==> src/rtl/bsp_pkg.sv <==
package bsp_pkg;
  // Default word length and synchroniser depth shared by the block and its bench.
  localparam int unsigned BSP_WORD_W_DEF = 8;
  localparam int unsigned BSP_SYNC_DEF   = 2;
endpackage

==> src/rtl/bsp_sclk_sync.sv <==
module bsp_sclk_sync #(
  parameter int unsigned STAGES = 2
) (
  input  logic clk,
  input  logic rst_n,
  input  logic sclk_async,
  output logic fall_o
);
  logic [STAGES-1:0] sync_q;
  logic              prev_q;

  always_ff @(posedge clk) begin
    if (!rst_n) begin
      sync_q <= '0;
      prev_q <= 1'b0;
    end else begin
      sync_q <= {sync_q[STAGES-2:0], sclk_async};
      prev_q <= sync_q[STAGES-1];
    end
  end

  // One-cycle pulse on a high-to-low transition of the synchronised clock.
  assign fall_o = prev_q & ~sync_q[STAGES-1];
endmodule

==> src/rtl/bsp_packer.sv <==
module bsp_packer #(
  parameter int unsigned WORD_W = 8
) (
  input  logic              clk,
  input  logic              rst_n,
  input  logic              in_valid,
  input  logic              in_data,
  output logic              in_ready,
  output logic [WORD_W-1:0] word_o,
  output logic              word_full_o,
  input  logic              word_take
);
  localparam int unsigned IDX_W = (WORD_W > 1) ? $clog2(WORD_W) : 1;
  localparam logic [IDX_W-1:0] LAST_IDX = IDX_W'(WORD_W - 1);

  logic [WORD_W-1:0] acc_q;
  logic [IDX_W-1:0]  idx_q;
  logic              full_q;
  logic              accept;

  assign in_ready    = ~full_q;
  assign accept      = in_valid & ~full_q;
  assign word_o      = acc_q;
  assign word_full_o = full_q;

  always_ff @(posedge clk) begin
    if (!rst_n) begin
      acc_q  <= '0;
      idx_q  <= '0;
      full_q <= 1'b0;
    end else if (word_take) begin
      // Word handed over: start the next one from zero.
      acc_q  <= '0;
      full_q <= 1'b0;
    end else if (accept) begin
      if (in_data) acc_q[idx_q] <= 1'b1;
      if (idx_q == LAST_IDX) begin
        idx_q  <= '0;
        full_q <= 1'b1;
      end else begin
        idx_q <= idx_q + 1'b1;
      end
    end
  end
endmodule

==> src/rtl/bsp_shifter.sv <==
module bsp_shifter #(
  parameter int unsigned WORD_W = 8
) (
  input  logic              clk,
  input  logic              rst_n,
  input  logic              load,
  input  logic [WORD_W-1:0] load_word,
  input  logic              shift_edge,
  output logic              sdo,
  output logic              empty_o
);
  localparam int unsigned CNT_W = (WORD_W > 1) ? $clog2(WORD_W) : 1;
  localparam logic [CNT_W-1:0] LAST_EDGE = CNT_W'(WORD_W - 1);

  logic [WORD_W-1:0] sh_q;
  logic [CNT_W-1:0]  edges_q;
  logic              empty_q;

  always_ff @(posedge clk) begin
    if (!rst_n) begin
      sh_q    <= '0;
      edges_q <= '0;
      empty_q <= 1'b1;
    end else if (load) begin
      sh_q    <= load_word;
      edges_q <= '0;
      empty_q <= 1'b0;
    end else if (shift_edge && !empty_q) begin
      if (edges_q == LAST_EDGE) begin
        // Last bit consumed: keep it on the line and report empty.
        empty_q <= 1'b1;
      end else begin
        sh_q    <= sh_q >> 1;
        edges_q <= edges_q + 1'b1;
      end
    end
  end

  assign sdo     = sh_q[0];
  assign empty_o = empty_q;
endmodule

==> src/rtl/bitpack_spi_tx.sv <==
module bitpack_spi_tx #(
  parameter int unsigned WORD_W      = bsp_pkg::BSP_WORD_W_DEF,
  parameter int unsigned SYNC_STAGES = bsp_pkg::BSP_SYNC_DEF
) (
  input  logic clk,
  input  logic rst_n,
  input  logic bit_valid,
  input  logic bit_data,
  output logic bit_ready,
  input  logic sclk,
  output logic sdo,
  output logic tx_empty
);
  logic [WORD_W-1:0] packed_word;
  logic              word_full;
  logic              word_load;
  logic              sclk_fall;

  generate
    if (SYNC_STAGES < 2) begin : g_bad_sync
      initial $error("SYNC_STAGES must be at least 2");
    end
  endgenerate

  bsp_sclk_sync #(.STAGES(SYNC_STAGES)) u_sync (
    .clk        (clk),
    .rst_n      (rst_n),
    .sclk_async (sclk),
    .fall_o     (sclk_fall)
  );

  bsp_packer #(.WORD_W(WORD_W)) u_pack (
    .clk         (clk),
    .rst_n       (rst_n),
    .in_valid    (bit_valid),
    .in_data     (bit_data),
    .in_ready    (bit_ready),
    .word_o      (packed_word),
    .word_full_o (word_full),
    .word_take   (word_load)
  );

  // Hand a finished word over only when the holding register is free.
  assign word_load = word_full & tx_empty;

  bsp_shifter #(.WORD_W(WORD_W)) u_shift (
    .clk        (clk),
    .rst_n      (rst_n),
    .load       (word_load),
    .load_word  (packed_word),
    .shift_edge (sclk_fall),
    .sdo        (sdo),
    .empty_o    (tx_empty)
  );
endmodule

==> config.mk <==
export PLATFORM = sky130hd
export DESIGN_NAME = bitpack_spi_tx
export DESIGN_NICKNAME = d
export VERILOG_FILES = /design/src/rtl/bsp_pkg.sv /design/src/rtl/bsp_sclk_sync.sv /design/src/rtl/bsp_packer.sv /design/src/rtl/bsp_shifter.sv /design/src/rtl/bitpack_spi_tx.sv
export SDC_FILE = /design/constraint.sdc
export NUM_CORES = 1
export LEC_CHECK = 0
export CORE_UTILIZATION = 37
export CTS_CLUSTER_DIAMETER = 200
export DETAILED_ROUTE_END_ITERATION = 7
export PLACE_DENSITY_LB_ADDON = 0.1
export SLEW_MARGIN = 0
export SYNTH_ARGS = -nofsm -noshare
export SYNTH_HDL_FRONTEND = slang
export SYNTH_SLANG_ARGS = --single-unit
==> constraint.sdc <==
create_clock -name clk -period 4.2 [get_ports clk]
set_input_delay 1.05 -clock clk [delete_from_list [all_inputs] [get_ports clk]]
set_output_delay 1.05 -clock clk [all_outputs]
set_load 0.005 [all_outputs]
# After elaboration in Yosys (flattened, before gate mapping)
# Index checks and enable logic that the tools add are counted.
totals:
  reg_bits: 27
  out_inout_bits: 3
  elab_cells: 45
classes:
  n_addsub: 2
  n_lt_le_gt_ge: 2
  n_eq_ne: 3
  n_mux: 9
  n_bitwise: 9
  n_reduce_logical: 12
ops:
  columns: ["cell", "count"]
  rows:
  - ["8-bit 2-to-1 mux", 3]
  - ["2-bit AND reduction", 6]
  - ["8-bit OR", 1]
  - ["3-bit by 1-bit adder with 3-bit output (second input constant)", 2]
  - ["3-bit equality test (second input constant)", 2]
  - ["1-bit NOT", 5]
  - ["3-bit by 4-bit < comparator with 1-bit output (second input constant)", 1]
  - ["1-bit 2-to-1 mux", 4]
  - ["2-bit nonzero test", 2]
  - ["1-bit AND", 3]
  - ["1-bit demux with 3-bit select", 1]
  - ["3-bit by 1-bit >= comparator with 1-bit output (second input constant)", 1]
  - ["3-bit 2-to-1 mux", 1]
  - ["1-bit logical AND", 2]
  - ["2-bit != test (second input constant)", 1]
  - ["2-bit OR reduction", 1]
  - ["1-bit zero test", 1]

# Depth between registers and ports, before layout
depth:
  word_depth: 5
  mapped_depth: 6
  mapped_depth_nobuf: 5

# Hierarchy
# A second synthesis with hierarchy kept.
unflattened:
  hier_cells: 113
  hier_area_um2: 1123.6
modules_own_cells:
  columns: ["module", "instances", "cells_per_inst", "area_per_inst_um2", "seq_area_each_um2"]
  rows:
  - ["bsp_packer", 1, 44, 520.5, 240.2]
  - ["bsp_shifter", 1, 61, 508.0, 240.2]
  - ["bsp_sclk_sync", 1, 7, 88.8, 60.1]
  - ["bitpack_spi_tx", 1, 1, 6.3, 0.0]

# Worst setup path after synthesis
# No wires, ideal clock.
synth_path:
  path_type: "input to register"
  startpoint: "input port bit_valid"
  endpoint: "register u_pack.idx_q[0]"
  setup_time_ns: 0.116
  arrival_time_ns: 1.570
  required_time_ns: 4.084
  slack_ns: 2.514
  stages: 3
  path_buffers: 0
  path_cell_list: "nor2b_1 -> mux2i_1 -> nor2b_1"
synth_via:
  elab_chain_len: 2
synth_lines:
  columns: ["element", "line", "rtl"]
  rows:
  - ["from (decl)", "bitpack_spi_tx.sv:7", "input logic bit_valid,"]
  - ["1-bit AND", "bsp_packer.sv:22", "assign accept = in_valid & ~full_q;"]
  - ["2-bit AND reduction (no source line)", null, null]
  - ["to (signal assigned)", "bsp_packer.sv:41", "idx_q <= idx_q + 1'b1;"]
  - ["to (decl)", "bsp_packer.sv:17", "logic [IDX_W-1:0] idx_q;"]
# No other way between the ends.
# A chain may end at the register's enable or synchronous reset.

# Final worst setup path
layout_path:
  startpoint: "register u_pack.full_q, in the netlist u_pack.word_full_o"
  endpoint: "output port bit_ready"
layout_via:
  elab_chain_len: 1
layout_lines:
  columns: ["element", "line", "rtl"]
  rows:
  - ["from (decl)", "bsp_packer.sv:18", "logic full_q;"]
  - ["from (signal assigned)", "bsp_packer.sv:30", "full_q <= 1'b0;"]
  - ["from (signal assigned)", "bsp_packer.sv:34", "full_q <= 1'b0;"]
  - ["from (signal assigned)", "bsp_packer.sv:39", "full_q <= 1'b1;"]
  - ["1-bit NOT", "bsp_packer.sv:21", "assign in_ready = ~full_q;"]
  - ["to (decl)", "bitpack_spi_tx.sv:9", "output logic bit_ready,"]
# No other way between the ends.

==> results.toml <==
[grt]
grt_pass1_vias = 676
antenna_found_initial = 0
grt-ovfl-total = 0
grt_max_degree = 17
grt_pass1_wl_mm = 3.11
track_usage_pct = 13.0

[floorplan]
die_h_um = 55.5
start_util_pct = 38.8
core_um2 = 2730
top_level_ports = 8
fp-row-count = 19
dieArea_um2 = 3080
die-width_um = 55.5

[clocking]
post_cts_buffers = 0
post_cts_resized = 0
clk_latency_ns = 0.32
h-tree-depth = 1
tritoncts = "done"
clock-root-buffer = "clkbuf_4"
cts_sinks = 27
path_clk_slew_ns = 0.14
clockBufferDepth = 2
numCtsBuffers = 3
ctsHoldBuffers = 0

[power_and_ir_drop]
power_density_nw_per_um2 = 337
p_clk_share_pct = 27.4
seqPwrFrac_pct = 67.0
p_sw_uw = 86.7
total_power_uw = 396
switching_share_pct = 21.9
p_leak_nw = 0.519
internal_power_uw = 309
peakVddDrop_mv = 0.164
comb_power_share_pct = 5.6

[timing]
slew_viol_final = 0
finalSetupTns_ns = 0
clock-skew-final_ns = 0.00732
rsz0062_at_grt = "no"
max_freq_mhz = 431
fin_crit_ns = 2.32
worst_slack_ns = 1.88
timing.slew.headroom_pct = 69.9
hold_viol_final = 0
hold-worst-slack_ns = 0.452
final-setup-viol-count = 0
worst_slew_pin_slew_ns = 0.451
post-route-period-util_pct = 55.2

[route]
dr.pass1.iters = 4
vias_per_cell = 4.92
wl_mm = 1.77
post_drt_wl_per_cell_um = 12.1
drt_iter0_markers = 13
drc = 0
dr_total_vias = 719
ant_nets = 0

[place]
placed_area_um2 = 1150
placed_cells = 142
routabilityCongestion = 0.761
dp_hpwl_mm = 1.28
pre_cts_ws_ns = 1.79
port_buffers = 7

[worst_setup_path]
required_ns = 3.15
startpoint = "u_pack.word_full_o"
cp-start-kind = "flip-flop"
critical_path.endpoint_type = "output pin"
critPathSlowestCell = "dfxtp_1"
critPathKind = "reg -> out"
cpPeakStageDelay_ns = 0.45
crit_chain = "inv_1, clkdlybuf4s50_1"
cp.arrival_ns = 1.27
critPathTopFamily = "buffers and inverters"
crit_buf_inv = 2
r2r_start = "u_shift.edges_q[0]"
path_max_fanout = 7

[finish]
final_util_pct = 42.9
diodes = 0
final_cell_mix = "dfxtp_1 (27), a21oi_1 (14), nor2_1 (14)"
drive_above_1_share_pct = 4.35
layout.cells.non_filler = 146
nets = 125
final_area_um2 = 1170
area_growth_pct = 10.6
layout_commonest_cell = "dfxtp_1"

[flow_run]
maxCapViolations = 0

[synthesis]
ys_types = 19
ys_seq_area_share_pct = 51.0
yosysWarnings = 0
syn_area_um2 = 1060
synth.avg_cell_area_um2 = 9.81
syn-num-nets = 117
ys_seq_elements = 27
synthCells = 108

[worst_hold_path]
hold_path_class = "reg -> reg"
hp-start = "u_sync.sync_q[0]"

[outcome]
status = "finished clean"
==> cells by family (layout without fill, tap and decap cells) <==
kind of cell / after synthesis / in the layout / synth area share [%]
buffers and inverters: 6 / 13 / 2.83
xor gates and xnor gates: 1 / 1 / 0.827
and+or+nand+nor: 32 / 32 / 16.4
DFF: 27 / 27 / 51.0
adders and majority gates: 4 / 4 / 4.72
muxes: 12 / 12 / 11.3
AOI/OAI and AO/OA: 26 / 26 / 12.9
==> layout make-up <==
type / instances / area, um2
clock buffers: 4 / 26.3
fillers: 276 / 1560
inverters: 2 / 7.51
multi-input cells: 75 / 489
flip-flops and latches: 27 / 541
well taps: 31 / 38.8
repair buffers: 7 / 70.1
==> synthesized netlist by cell type <==
cell type,instances,area [um2]
nor2b_1,7,43.8
o21ai_0,8,40.0
xor2_1,1,8.76
nor2_1,14,52.6
a21boi_1,1,7.51
inv_1,2,7.51
dfxtp_1,27,541
ha_1,4,50.1
a21oi_1,14,70.1
nand2_1,3,11.3
mux2i_1,12,120
nand3_1,1,5.00
clkbuf_1,3,11.3
and2_1,4,25.0
and4b_1,1,10.0
a31oi_1,3,18.8
or4b_4,1,13.8
buf_6,1,11.3
and4bb_2,1,12.5
==> final timing paths <==
check                endpoint  slack, ns  cells past startpoint
max                 bit_ready       1.88                      2
min          u_sync.sync_q[1]       0.45                      1
max reg2reg   u_shift.sh_q[2]       2.43                      5
min reg2reg  u_sync.sync_q[1]       0.45                      1
==> power groups by stage <==
stage | logic (mW) | registers, mW | clock network (mW)
final | 0.0221 | 0.265 | 0.109
after global routing | 0.0252 | 0.266 | 0.123
after CTS | 0.0226 | 0.265 | 0.114
after global placement | 0.0218 | 0.271 | 0
after floorplan | 0.0152 | 0.269 | 0
after detailed placement | 0.0224 | 0.271 | 0
==> flip-flops by register name, indices dropped and copies added, names as in the netlist <==
register / cells
u_pack.word_full_o: 1
u_sync.prev_q: 1
u_sync.sync_q: 2
u_shift.empty_o: 1
u_pack.word_o: 8
u_pack.idx_q: 3
u_shift.edges_q: 3
u_shift.sh_q: 8
==> layer usage <==
layer / vias to the layer above / part of all wire, % / global-route usage (%)
met3: 4 / 2.0 / 2.11
met1: 320 / 54 / 18.2
met2: 8 / 42 / 18.8
met5: - / 0 / 0
li1: 387 / - / -
met4: 0 / 2.2 / 7.50
Note: power is estimated with default switching activity, not from simulation.
